**config.mk**
```make
export PLATFORM = sky130hd
export DESIGN_NAME = term_rx_queue
export DESIGN_NICKNAME = d
export VERILOG_FILES = /design/src/rtl/term_rx_pkg.sv /design/src/rtl/rx_line_slots.sv /design/src/rtl/rx_pick_lowest.sv /design/src/rtl/rx_queue.sv /design/src/rtl/term_rx_queue.sv
export SDC_FILE = /design/constraint.sdc
export NUM_CORES = 1
export LEC_CHECK = 0
export ABC_CLOCK_PERIOD_IN_PS = 5250
export CORE_MARGIN = 4
export CORE_UTILIZATION = 61
export CTS_CLUSTER_DIAMETER = 120
export DETAILED_ROUTE_END_ITERATION = 8
export PLACE_DENSITY = 0.8
export SYNTH_ARGS = -nofsm -noshare
export SYNTH_HDL_FRONTEND = slang
export SYNTH_SLANG_ARGS = --single-unit
export TNS_END_PERCENT = 10
```
**constraint.sdc**
```tcl
create_clock -name clk -period 5.25 [get_ports clk]
set_input_delay 0.7875 -clock clk [delete_from_list [all_inputs] [get_ports clk]]
set_output_delay 0.7875 -clock clk [all_outputs]
set_load 0.01 [all_outputs]
```
**src/rtl/term_rx_pkg.sv**
```systemverilog
package term_rx_pkg;
  localparam int NLINES = 8;
  localparam int LINE_W = $clog2(NLINES);
  localparam int CHAR_W = 8;

  typedef struct packed {
    logic              brk;
    logic [LINE_W-1:0] line;
    logic [CHAR_W-1:0] ch;
  } rx_ent_t;

  localparam int ENT_W = $bits(rx_ent_t);

  // host-visible word: valid 15, frame error 13, line 10:8, char 7:0
  function automatic logic [15:0] rbuf_word(rx_ent_t e);
    return {1'b1, 1'b0, e.brk, 2'b00, e.line, e.ch};
  endfunction

  function automatic logic level_reached(int unsigned cnt, int unsigned lvl);
    return cnt >= lvl;
  endfunction
endpackage

```
**src/rtl/rx_line_slots.sv**
```systemverilog
module rx_line_slots
  import term_rx_pkg::*;
#(
  parameter int NL = NLINES
) (
  input  logic             clk,
  input  logic             rst_n,
  input  logic             clr,
  input  logic             scan_en,
  input  logic             lpr_wr,
  input  logic [LINE_W-1:0] lpr_line,
  input  logic             lpr_en,
  input  logic [NL-1:0]    line_valid,
  input  logic [NL*CHAR_W-1:0] line_char,
  input  logic [NL-1:0]    line_brk,
  input  logic [NL-1:0]    grant,
  output logic [NL-1:0]    pend_v,
  output logic [NL*CHAR_W-1:0] pend_char,
  output logic [NL-1:0]    pend_brk
);
  logic [NL-1:0] rcve;

  for (genvar i = 0; i < NL; i++) begin : g_slot
    logic arrive;
    assign arrive = line_valid[i] && rcve[i] && scan_en;

    always_ff @(posedge clk) begin
      if (!rst_n || clr) begin
        rcve[i]   <= 1'b0;
        pend_v[i] <= 1'b0;
        pend_brk[i] <= 1'b0;
        pend_char[i*CHAR_W +: CHAR_W] <= '0;
      end else begin
        if (lpr_wr && (lpr_line == LINE_W'(i))) rcve[i] <= lpr_en;
        if (arrive) begin
          pend_v[i]   <= 1'b1;
          pend_brk[i] <= line_brk[i];
          pend_char[i*CHAR_W +: CHAR_W] <=
            line_brk[i] ? '0 : line_char[i*CHAR_W +: CHAR_W];
        end else if (grant[i]) begin
          pend_v[i] <= 1'b0;
        end
      end
    end
  end
endmodule

```
**src/rtl/rx_pick_lowest.sv**
```systemverilog
module rx_pick_lowest
  import term_rx_pkg::*;
#(
  parameter int NL = NLINES
) (
  input  logic [NL-1:0]     req,
  output logic [NL-1:0]     grant,
  output logic [LINE_W-1:0] idx,
  output logic              any
);
  always_comb begin
    idx = '0;
    for (int i = NL - 1; i >= 0; i--) begin
      if (req[i]) idx = LINE_W'(i);
    end
  end

  assign grant = req & ~(req - NL'(1));
  assign any   = |req;
endmodule

```
**src/rtl/rx_queue.sv**
```systemverilog
module rx_queue #(
  parameter int DEPTH = 64,
  parameter int W     = 12,
  localparam int AW   = $clog2(DEPTH),
  localparam int CW   = AW + 1
) (
  input  logic          clk,
  input  logic          rst_n,
  input  logic          clr,
  input  logic          push,
  input  logic [W-1:0]  wdata,
  input  logic          pop,
  output logic [W-1:0]  rdata,
  output logic [CW-1:0] count,
  output logic          full,
  output logic          empty
);
  logic [W-1:0]  mem [DEPTH];
  logic [AW-1:0] wp, rp;

  assign full  = (count == CW'(DEPTH));
  assign empty = (count == '0);
  assign rdata = mem[rp];

  always_ff @(posedge clk) begin
    if (push && !full) mem[wp] <= wdata;
  end

  always_ff @(posedge clk) begin
    if (!rst_n || clr) begin
      wp <= '0;
      rp <= '0;
      count <= '0;
    end else begin
      if (push && !full) wp <= (wp == AW'(DEPTH - 1)) ? '0 : wp + AW'(1);
      if (pop && !empty) rp <= (rp == AW'(DEPTH - 1)) ? '0 : rp + AW'(1);
      count <= count + CW'(push && !full) - CW'(pop && !empty);
    end
  end
endmodule

```
**src/rtl/term_rx_queue.sv**
```systemverilog
module term_rx_queue
  import term_rx_pkg::*;
#(
  parameter int DEPTH       = 64,
  parameter int ALARM_LEVEL = 16,
  localparam int CW         = $clog2(DEPTH) + 1
) (
  input  logic        clk,
  input  logic        rst_n,
  input  logic        clr,
  input  logic        scan_en,
  input  logic        rx_ie,
  input  logic        alarm_ie,
  input  logic        lpr_wr,
  input  logic [15:0] lpr_data,
  input  logic [7:0]  line_valid,
  input  logic [63:0] line_char,
  input  logic [7:0]  line_brk,
  input  logic        rbuf_rd,
  output logic [15:0] rbuf_data,
  output logic        done,
  output logic        alarm,
  output logic        overflow,
  output logic        rx_irq
);
  logic [NLINES-1:0]        pend_v, pend_brk, grant;
  logic [NLINES*CHAR_W-1:0] pend_char;
  logic [LINE_W-1:0]        sel;
  logic                     pend_any;
  rx_ent_t                  wr_ent, head;
  logic [CW-1:0]            count, count_nxt;
  logic                     full, empty;

  // named internal events
  logic enq_ev, drop_ev, pop_ev, alarm_set_ev, rearm_ev, armed;

  rx_line_slots #(.NL(NLINES)) u_slots (
    .clk(clk), .rst_n(rst_n), .clr(clr), .scan_en(scan_en),
    .lpr_wr(lpr_wr), .lpr_line(lpr_data[LINE_W-1:0]), .lpr_en(lpr_data[12]),
    .line_valid(line_valid), .line_char(line_char), .line_brk(line_brk),
    .grant(grant), .pend_v(pend_v), .pend_char(pend_char), .pend_brk(pend_brk)
  );

  rx_pick_lowest #(.NL(NLINES)) u_pick (
    .req(pend_v), .grant(grant), .idx(sel), .any(pend_any)
  );

  assign wr_ent.brk  = pend_brk[sel];
  assign wr_ent.line = sel;
  assign wr_ent.ch   = pend_char[sel*CHAR_W +: CHAR_W];

  rx_queue #(.DEPTH(DEPTH), .W(ENT_W)) u_q (
    .clk(clk), .rst_n(rst_n), .clr(clr), .push(enq_ev), .wdata(wr_ent),
    .pop(pop_ev), .rdata(head), .count(count), .full(full), .empty(empty)
  );

  assign enq_ev       = pend_any && !full && !clr;
  assign drop_ev      = pend_any && full && !clr;
  assign pop_ev       = rbuf_rd && scan_en && !empty && !clr;
  assign rearm_ev     = rbuf_rd && scan_en && empty;
  assign count_nxt    = count + CW'(enq_ev) - CW'(pop_ev);
  assign alarm_set_ev = armed && !clr && level_reached(count_nxt, ALARM_LEVEL);

  always_ff @(posedge clk) begin
    if (!rst_n || clr) begin
      rbuf_data <= '0;
      alarm     <= 1'b0;
      overflow  <= 1'b0;
      armed     <= 1'b1;
    end else begin
      if (rbuf_rd) rbuf_data <= pop_ev ? rbuf_word(head) : 16'h0000;
      if (alarm_set_ev)  alarm <= 1'b1;
      else if (rbuf_rd)  alarm <= 1'b0;
      if (alarm_set_ev)  armed <= 1'b0;
      else if (rearm_ev) armed <= 1'b1;
      if (drop_ev) overflow <= 1'b1;
    end
  end

  assign done   = scan_en && !empty;
  assign rx_irq = rx_ie && (alarm_ie ? alarm : done);
endmodule

```
==> results.toml <==
[min_path]
hp-class = "register to register"

[timing]
setup_tns_ns = 0
min_period_ns = 3.63
setup_viol = 0
min_period_over_period_pct = 69.2
relSlewSlack_pct = 12.8
finClkSkew_ns = 0.0232
worst_slew_pin_slew_ns = 1.31
slew_viol_final = 0
worst_slack_ns = 1.62
fmax_mhz = 275
hold_violations = 0
rsz0062_at_grt = "false"

[critical_path]
crit_path_top_delay_cell = "nor2_1"
r2r-end = "u_q.mem[21][5]$_DFFE_PP_"
timing.rr.start = "u_q.count[5]$_SDFF_PP0_"
path_delay_family = "simple AND/OR/NAND/NOR gates"
rrSetupSlack_ns = 1.62
cp_num_buf_inv = 2
crit_arrival_ns = 3.96
crit_fanout = 8
path_class = "register to register"
worstSetupEndpoint = "u_q.mem[21][5]$_DFFE_PP_"
start_kind = "register"
cp-end-kind = "register"
cpPeakStageDelay_ns = 0.74
r2r_cells = 8
cp.depth = 8
worstPathCellList = "inv_1 -> ha_1 -> and4bb_2 -> a221oi_4 -> and2_1 -> nand3b_1 -> nor2_1 -> buf_4"
worstSetupStartpoint = "u_q.count[5]$_SDFF_PP0_"
critPathRequiredTime_ns = 5.58

[placement]
postPlaceCellArea_um2 = 37600
port-buffer-count = 108
hpwl_um = 49900
dp_slack_ns = 1.08
routabilityCongestion = 0.893

[yosys]
yosysTopAreaCell = "edfxtp_1"
syn_avg_cell_area_um2 = 18.7
ys_warn_count = 0
synth-edff-count = 768
synth_ff_type = "edfxtp_1"
yosys-top-cells-area = "edfxtp_1 65%, mux4_2 15%, dfxtp_1 7.3%, nor2_1 1.9%, nor3b_1 1.4%"
synth-async-reset-ratio_pct = 0
syn_inst = 1890
synth_cell_types = 64
synth-seq-area-share_pct = 72.6
synth.most_common_cell = "edfxtp_1"
synth.cell_area_um2 = 35300
yosys-top-cells-count = "768 x edfxtp_1, 236 x mux4_2, 183 x nor2_1"
yosysTopAreaCellShare_pct = 65.3
synth-seq-cells = 897

[layout]
area_growth_pct = 14.1
nNetsFinal = 2187
fillerInstances = 3402
final_area_um2 = 40300
drive_above_1_share_pct = 22.1

[routing]
routedWlPerCell_um = 28.8
vias_per_cell = 6.61
num_vias = 19100
first_pass_iters = 7
first_iter_violations = 2833
wirelength_um = 83300
postRouteAntennaNets = 0
route.detailed.drc = 0

[power_and_ir_drop]
power.leakage_nw = 11.8
ir_worst_vdd_mv = 0.267
p_per_area_nw_per_um2 = 356

[clocking]
cts-hold-fix-buffers = 0
clockBufferDepth = 3
ctsResizeCount = 0
clock_latency_ns = 0.62
cts_root_buffer = "clkbuf_16"
cts_sinks = 897
cts_tree = "yes"
htree_levels = 3
clkSlewWorstSetupHoldPaths_ns = 0.06
cts_setup_buffers = 0
numCtsBuffers = 85

[floorplan]
io_pins = 124
die-height_um = 249
dieArea_um2 = 61800
rows = 87
chipWidth_um = 249
start_util_pct = 62.2
placeableCoreArea_um2 = 56800

[grt]
grt_first_pass_wirelength_um = 125000
overflow = 0
grt_antenna_before_repair = 1
track_usage_pct = 26.9
grt_max_degree = 109
grt_pass1_vias = 19400

[outcome]
status = "finished, final reports clean"

[run]
maxCapViolCount = 0
-- flip-flops by register name (all words and copies together) (netlist names), named ones only --
signal / cells
alarm: 1
armed: 1
overflow: 1
rbuf_data: 13
u_q.count: 7
u_q.mem: 768
u_q.rp: 6
u_q.wp: 6
u_slots.pend_brk: 8
u_slots.pend_char: 64
u_slots.pend_v: 8
u_slots.rcve: 8
-- cell families (layout without fill, tap and decap cells) --
family | after synthesis | in the layout | share of synthesized area [%]
flip-flops | 897 | 897 | 72.6
AND/OR/NAND/NOR | 390 | 390 | 5.48
multiplexers | 276 | 276 | 16.2
AO/OA/AOI/OAI | 168 | 168 | 3.04
buffers and inverters | 129 | 369 | 1.72
adder cells (fa/ha/maj) | 16 | 16 | 0.609
XOR/XNOR | 13 | 13 | 0.322
other | 1 | 4 | 0.0106
-- worst min-delay path, delay by kind of cell, from the launching register on --
kind               cells  cell delay (ns)
and+or+nand+nor        1             0.07
AOI/OAI and AO/OA      1             0.06
DFF                    1             0.32
-- per-stage QoR --
stage / power, mW / utilization (%) / cells / hold WS (ns)
6_report: 14.4 / 70.9 / 2889 / 0.482
5_1_grt: 14.8 / 70.9 / 2888 / 0.505
4_1_cts: 14.4 / 70.9 / 2888 / 0.484
3_5_place_dp: 8.45 / 66.1 / 2736 / 0.469
3_3_place_gp: 8.44 / 66.1 / 2736 / 0.461
2_1_floorplan: 8.26 / - / 1892 / 0.451
-- where the power goes --
| group | leakage [nW] | switching [mW] | internal (mW) | total (mW) |
|---|---|---|---|---|
| Sequential | 7.35 | 0.0339 | 7.64 | 7.67 |
| Combinational | 3.11 | 0.300 | 0.327 | 0.627 |
| Clock | 1.34 | 2.57 | 3.48 | 6.05 |
-- layout by cell type, fill, tap and decap left out, drive strengths merged, types with 5 or more instances in the layout --
cell type      count
dfxtp            129
a22oi              9
nor2b             15
o22ai             13
clkdlybuf4s50    108
xor2               8
mux2i             30
mux4             236
nand3b             9
clkbuf           121
o21ai             11
o221a              6
nand2             48
nand3             27
o211ai             7
nor2             186
or3                5
nor3               8
a21oi             83
inv               26
mux2              10
ha                14
buf               86
xnor2              5
nand2b             6
clkinv            22
a211oi             8
nor3b             66
bufinv             6
edfxtp           768
-- how the worst min path moves through the flow --
stage,startpoint,to,slack [ns],depth (start not counted)
floorplan,u_slots.pend_char[0]$_SDFFE_PP0P_,u_slots.pend_char[0]$_SDFFE_PP0P_,0.45,2
global placement,u_slots.pend_char[26]$_SDFFE_PP0P_,u_slots.pend_char[26]$_SDFFE_PP0P_,0.46,2
detailed placement,u_slots.pend_char[16]$_SDFFE_PP0P_,u_slots.pend_char[16]$_SDFFE_PP0P_,0.47,2
CTS,u_slots.pend_char[16]$_SDFFE_PP0P_,u_slots.pend_char[16]$_SDFFE_PP0P_,0.48,2
global route,rbuf_data[1]$_SDFFE_PP0P_,rbuf_data[1]$_SDFFE_PP0P_,0.50,2
finish,u_slots.pend_char[16]$_SDFFE_PP0P_,u_slots.pend_char[16]$_SDFFE_PP0P_,0.48,2
-- per-layer routing --
metal / track usage, % / wire length, um / vias up
li1: - / - / 7928
met1: 38.4 / 31200 / 9769
met2: 42.8 / 40600 / 1211
met3: 4.57 / 8250 / 189
met4: 9.87 / 3220 / 0
met5: 0 / 0 / -
-- final cells by class --
type / count / area (um^2) / area share, %
sequential: 897 / 25700 / 63.7
multi-input combinational: 866 / 9100 / 22.6
clock buffer: 121 / 2400 / 5.96
timing repair buffer: 194 / 1780 / 4.41
tap: 756 / 946 / 2.35
clock inverter: 31 / 322 / 0.798
inverter: 23 / 86.3 / 0.214
antenna: 1 / 2.50 / 0.00621
Power figures use the tool's default switching activity.
